$ cat src/rtl/lockstep_pkg.sv
package lockstep_pkg;
  typedef enum logic [1:0] {
    FN_ADD = 2'd0,
    FN_XOR = 2'd1,
    FN_SUB = 2'd2
  } fn_kind_e;
endpackage

$ cat src/rtl/lp_fifo.sv
module lp_fifo #(
  parameter int W     = 8,
  parameter int DEPTH = 2
) (
  input  logic           clk,
  input  logic           rst_n,
  input  logic           wr_en,
  input  logic [W-1:0]   wr_data,
  input  logic           rd_en,
  output logic [W-1:0]   rd_data,
  output logic           full,
  output logic           empty,
  output logic [$clog2(DEPTH+1)-1:0] occ
);
  localparam int AW = (DEPTH > 1) ? $clog2(DEPTH) : 1;
  localparam int CW = $clog2(DEPTH + 1);

  logic [W-1:0]  mem [DEPTH];
  logic [AW-1:0] wp, rp;
  logic [CW-1:0] cnt;
  logic          do_wr, do_rd;

  function automatic logic [AW-1:0] bump(input logic [AW-1:0] p);
    return (p == AW'(DEPTH - 1)) ? '0 : p + 1'b1;
  endfunction

  assign full    = (cnt == CW'(DEPTH));
  assign empty   = (cnt == '0);
  assign occ     = cnt;
  assign do_wr   = wr_en && !full;
  assign do_rd   = rd_en && !empty;
  assign rd_data = mem[rp];

  always_ff @(posedge clk) begin
    if (do_wr) mem[wp] <= wr_data;
  end

  always_ff @(posedge clk or negedge rst_n) begin
    if (!rst_n) begin
      wp  <= '0;
      rp  <= '0;
      cnt <= '0;
    end else begin
      if (do_wr) wp <= bump(wp);
      if (do_rd) rp <= bump(rp);
      case ({do_wr, do_rd})
        2'b10:   cnt <= cnt + 1'b1;
        2'b01:   cnt <= cnt - 1'b1;
        default: cnt <= cnt;
      endcase
    end
  end
endmodule

$ cat src/rtl/lp_stage_fn.sv
module lp_stage_fn
  import lockstep_pkg::*;
#(
  parameter int          W    = 8,
  parameter fn_kind_e    KIND = FN_ADD,
  parameter int unsigned K    = 0
) (
  input  logic [W-1:0] x,
  output logic [W-1:0] y
);
  localparam logic [W-1:0] KV = W'(K);

  generate
    if (KIND == FN_ADD) begin : g_add
      assign y = x + KV;
    end else if (KIND == FN_XOR) begin : g_xor
      assign y = x ^ KV;
    end else begin : g_sub
      assign y = x - KV;
    end
  endgenerate
endmodule

$ cat src/rtl/lp_core.sv
module lp_core
  import lockstep_pkg::*;
#(
  parameter int          W       = 8,
  parameter fn_kind_e    F0_KIND = FN_ADD,
  parameter int unsigned F0_K    = 'h11,
  parameter fn_kind_e    F1_KIND = FN_XOR,
  parameter int unsigned F1_K    = 'h5A,
  parameter fn_kind_e    F2_KIND = FN_ADD,
  parameter int unsigned F2_K    = 'h03
) (
  input  logic         clk,
  input  logic         rst_n,
  input  logic         head_valid,
  input  logic [W-1:0] head_data,
  output logic         head_take,
  input  logic         sink_full,
  output logic         sink_put,
  output logic [W-1:0] sink_data,
  output logic         tag1,
  output logic         tag2
);
  logic [W-1:0] d1, d2;
  logic [W-1:0] f0_y, f1_y;
  logic         advance;

  lp_stage_fn #(.W(W), .KIND(F0_KIND), .K(F0_K)) u_f0 (.x(head_data), .y(f0_y));
  lp_stage_fn #(.W(W), .KIND(F1_KIND), .K(F1_K)) u_f1 (.x(d1),        .y(f1_y));
  lp_stage_fn #(.W(W), .KIND(F2_KIND), .K(F2_K)) u_f2 (.x(d2),        .y(sink_data));

  // One global decision per cycle: hold everything or move everything.
  assign advance   = !(tag2 && sink_full);
  assign head_take = advance && head_valid;
  assign sink_put  = advance && tag2;

  always_ff @(posedge clk or negedge rst_n) begin
    if (!rst_n) begin
      tag1 <= 1'b0;
      tag2 <= 1'b0;
      d1   <= '0;
      d2   <= '0;
    end else if (advance) begin
      tag1 <= head_valid;
      if (head_valid) d1 <= f0_y;
      tag2 <= tag1;
      d2   <= f1_y;
    end
  end
endmodule

$ cat src/rtl/lockstep_pipe.sv
module lockstep_pipe
  import lockstep_pkg::*;
#(
  parameter int          W       = 8,
  parameter int          DEPTH   = 2,
  parameter fn_kind_e    F0_KIND = FN_ADD,
  parameter int unsigned F0_K    = 'h11,
  parameter fn_kind_e    F1_KIND = FN_XOR,
  parameter int unsigned F1_K    = 'h5A,
  parameter fn_kind_e    F2_KIND = FN_ADD,
  parameter int unsigned F2_K    = 'h03
) (
  input  logic         clk,
  input  logic         rst_n,
  input  logic         s_valid,
  output logic         s_ready,
  input  logic [W-1:0] s_data,
  output logic         m_valid,
  input  logic         m_ready,
  output logic [W-1:0] m_data
);
  localparam int CW = $clog2(DEPTH + 1);

  logic         in_full, in_empty, out_full, out_empty;
  logic [CW-1:0] in_occ, out_occ;
  logic [W-1:0] head_data, sink_data;
  logic         head_take, sink_put;
  logic         tag1, tag2;

  lp_fifo #(.W(W), .DEPTH(DEPTH)) u_in (
    .clk(clk), .rst_n(rst_n),
    .wr_en(s_valid), .wr_data(s_data),
    .rd_en(head_take), .rd_data(head_data),
    .full(in_full), .empty(in_empty), .occ(in_occ)
  );

  lp_core #(
    .W(W),
    .F0_KIND(F0_KIND), .F0_K(F0_K),
    .F1_KIND(F1_KIND), .F1_K(F1_K),
    .F2_KIND(F2_KIND), .F2_K(F2_K)
  ) u_core (
    .clk(clk), .rst_n(rst_n),
    .head_valid(!in_empty), .head_data(head_data), .head_take(head_take),
    .sink_full(out_full), .sink_put(sink_put), .sink_data(sink_data),
    .tag1(tag1), .tag2(tag2)
  );

  lp_fifo #(.W(W), .DEPTH(DEPTH)) u_out (
    .clk(clk), .rst_n(rst_n),
    .wr_en(sink_put), .wr_data(sink_data),
    .rd_en(m_ready), .rd_data(m_data),
    .full(out_full), .empty(out_empty), .occ(out_occ)
  );

  assign s_ready = !in_full;
  assign m_valid = !out_empty;
endmodule

$ cat config.mk
export PLATFORM = sky130hd
export DESIGN_NAME = lockstep_pipe
export DESIGN_NICKNAME = d
export VERILOG_FILES = /design/src/rtl/lockstep_pkg.sv /design/src/rtl/lp_fifo.sv /design/src/rtl/lp_stage_fn.sv /design/src/rtl/lp_core.sv /design/src/rtl/lockstep_pipe.sv
export SDC_FILE = /design/constraint.sdc
export NUM_CORES = 1
export LEC_CHECK = 0
export ABC_CLOCK_PERIOD_IN_PS = 3600
export BUFFER_PORTS_ARGS = -buffer_cell sky130_fd_sc_hd__clkbuf_2
export CORE_MARGIN = 10
export CORE_UTILIZATION = 45
export DETAILED_ROUTE_END_ITERATION = 12
export SLEW_MARGIN = 20
export SYNTH_ARGS = -nofsm -noshare
export SYNTH_HDL_FRONTEND = slang
export SYNTH_HIERARCHICAL = 1
export SYNTH_SLANG_ARGS = --single-unit
$ cat constraint.sdc
create_clock -name clk -period 3.6 [get_ports clk]
set_input_delay 1.08 -clock clk [delete_from_list [all_inputs] [get_ports clk]]
set_output_delay 1.08 -clock clk [all_outputs]
set_load 0.05 [all_outputs]
==> run summary <==
Status - completed
Max Fclk - 389 MHz
Clk_skew - 0.00775 ns
Post-route DRC - 0
DIE AREA - 9070 µm²
Crit path DAT - 1.49 ns
Post-Route WL - 3630 µm
Seq/Total Area, Yosys - 0.633
Post-Syn Instances - 169
Vias/cell - 4.68
Period minus WS final - 2.57 ns
Clk sinks - 58
Commonest non-fill, non-tap cells in the layout - edfxtp_1, dfrtp_1, mux2_2, clkbuf_2
Hold Crit Depth - 1
Rel. slew slack - 0.539
Pin count of the biggest net entering global routing - 27
Num CTS Buffers - 9
Die span in x - 95.2 µm
Congestion Overflow GR - 0
Via count - 1268
Reg2reg end - u_in/occ[1]$_DFFE_PN0P_
Max H-tree Level - 3
Clk slew on worst S/H paths - 0.06 ns
Count of cell types in the netlist - 28
CTS Hold Bufs - 0
Mapped Avg Cell Area - 15.1 µm²
Worst r2r path cells - 7
Final setup vio count - 0
Number of synthesized flops with an enable pin - 32
Total number of yosys warnings - 6
Share of layout cells above drive strength 1 - 0.382
Setup CP Type - reg2out
Type of origin of the critical path - flip-flop
Slew Viols, Final - 0
Hold Startpoint - u_core/tag1$_DFFE_PN0N_
Fill count - 473
Vias in the first global route - 1459
Ports - 22
Crit path capture type - output port
Hold EP - u_core/tag2$_DFFE_PN0N_
Pre-Repair DR Iteration Count - 4
Synth Cell Area - 2550 µm²
GP Congestion - 0.688
Die Height - 95.2 µm
Buffers on Ports - 21
Worst R2R Setup Slack - 1.39 ns
# Max-Cap Violations - 0
Hold Path Class - reg2reg
Nets@finish - 210
Yosys reg bits - 58
Worst slew pin tran - 0.687 ns
Row Count - 27
Most common cell after layout, fill and taps aside - edfxtp_1
Tcrit/Tclk final - 0.714
Clock tree buffer depth - 2
Prevailing post-synth register cell - edfxtp_1
GR Util All Layers - 0.0940
Clk root buf - clkbuf_8
Initial DRC Count - 38
Antenna viol nets, final - 0
Hold Vio Cnt, Final - 0
CTS tree - yes
Post_cts resized - 0
Layout area overhead - 13.2%
RSZ-0062 raised after global routing - no
Diode count - 0
Post-CTS setup buffers - 0
Initial core utilization - 0.462
Initial antenna violation count - 0
Global-route wire length before repair - 6620 µm
Net count after synthesis - 185
Async SR Flop Fraction - 0.448
Routed length per instance - 13.4 µm
Worst R2R Start - u_out/occ[0]$_DFFE_PN0P_
Post-DP HPWL - 2690 µm
CP required - 2.52 ns
CP max FO - 9
Core Region - 5510 µm²
Final TNS setup - 0 ns
Later-pin clock latency in the skew report - 0.32 ns
-- cell usage after synthesis (all sizes together) (2+ instances only) --
| cell type | number | area, µm² |
|---|---|---|
| ha | 4 | 50.1 |
| inv | 13 | 48.8 |
| o21ai | 3 | 18.8 |
| and3 | 3 | 20.0 |
| mux2 | 32 | 390 |
| xor2 | 9 | 78.8 |
| nand2b | 3 | 18.8 |
| nor2 | 10 | 40.0 |
| nor2b | 2 | 17.5 |
| xnor2 | 13 | 114 |
| dfrtp | 26 | 651 |
| edfxtp | 32 | 961 |
| nand2 | 5 | 21.3 |
| buf | 7 | 51.3 |
-- stage by stage --
stage	cells	area [µm²]	hold slack [ns]	utilization	setup slack [ns]
floorplan	169	2550	0.436	-	1.56
global placement	255	2690	0.448	0.489	1.39
detailed placement	255	2690	0.461	0.489	1.35
CTS	271	2880	0.478	0.524	0.993
global route	271	2880	0.497	0.524	0.946
finish	271	2880	0.469	0.524	1.03
-- final cells by class --
cell class | instances | area [µm²] | area share
clock inverters | 1 | 5.00 | 0.00174
flip-flops and latches | 58 | 1610 | 0.559
clock buffers | 15 | 188 | 0.0651
well taps | 72 | 90.1 | 0.0313
multi-input cells | 91 | 835 | 0.289
inverters | 13 | 48.8 | 0.0169
repair buffers | 21 | 105 | 0.0365
-- flip-flops by register name, summed over array words and instances, names as in the netlist --
| register | cells |
|---|---|
| u_core/tag1 | 1 |
| u_out/mem | 16 |
| u_in/rp | 1 |
| u_out/wp | 1 |
| u_out/rp | 1 |
| u_in/mem | 16 |
| u_in/wp | 1 |
| u_core/d2 | 8 |
| u_in/occ | 2 |
| u_core/d1 | 8 |
| u_out/occ | 2 |
| u_core/tag2 | 1 |
-- worst max-delay path by stage --
stage,cells after the start,slack [ns],to,from
after CTS,2,0.99,m_data[0],u_out/rp$_DFFE_PN0P_
after global placement,2,1.39,m_data[3],u_out/rp$_DFFE_PN0P_
after global routing,2,0.95,m_data[1],u_out/rp$_DFFE_PN0P_
final,2,1.03,m_data[5],u_out/rp$_DFFE_PN0P_
after detailed placement,2,1.35,m_data[0],u_out/rp$_DFFE_PN0P_
after floorplan,2,1.56,m_data[0],u_out/rp$_DFFE_PN0P_
-- layer usage --
| metal | wire length (µm) | global-route usage |
|---|---|---|
| met2 | 1830 | 0.155 |
| met5 | 0 | 0 |
| met3 | 194 | 0.0346 |
| met4 | 21 | 0.0486 |
| met1 | 1580 | 0.105 |
-- critical path, cell delays in order, from the launching register on --
cell	delay (ns)
dfrtp_1	0.55
mux2_2	0.38
clkbuf_2	0.24
-- cells by family after synthesis --
logic type | Yosys count | synth area share
flip-flops | 58 | 0.633
multiplexers | 32 | 0.153
AND/OR/NAND/NOR | 26 | 0.0541
XOR/XNOR | 22 | 0.0757
buffers and inverters | 20 | 0.0393
AO/OA/AOI/OAI | 7 | 0.0251
adder cells (fa/ha/maj) | 4 | 0.0197
Power is not shown: default switching activity piles up to over one toggle a cycle in this logic, so the estimate is an artifact.
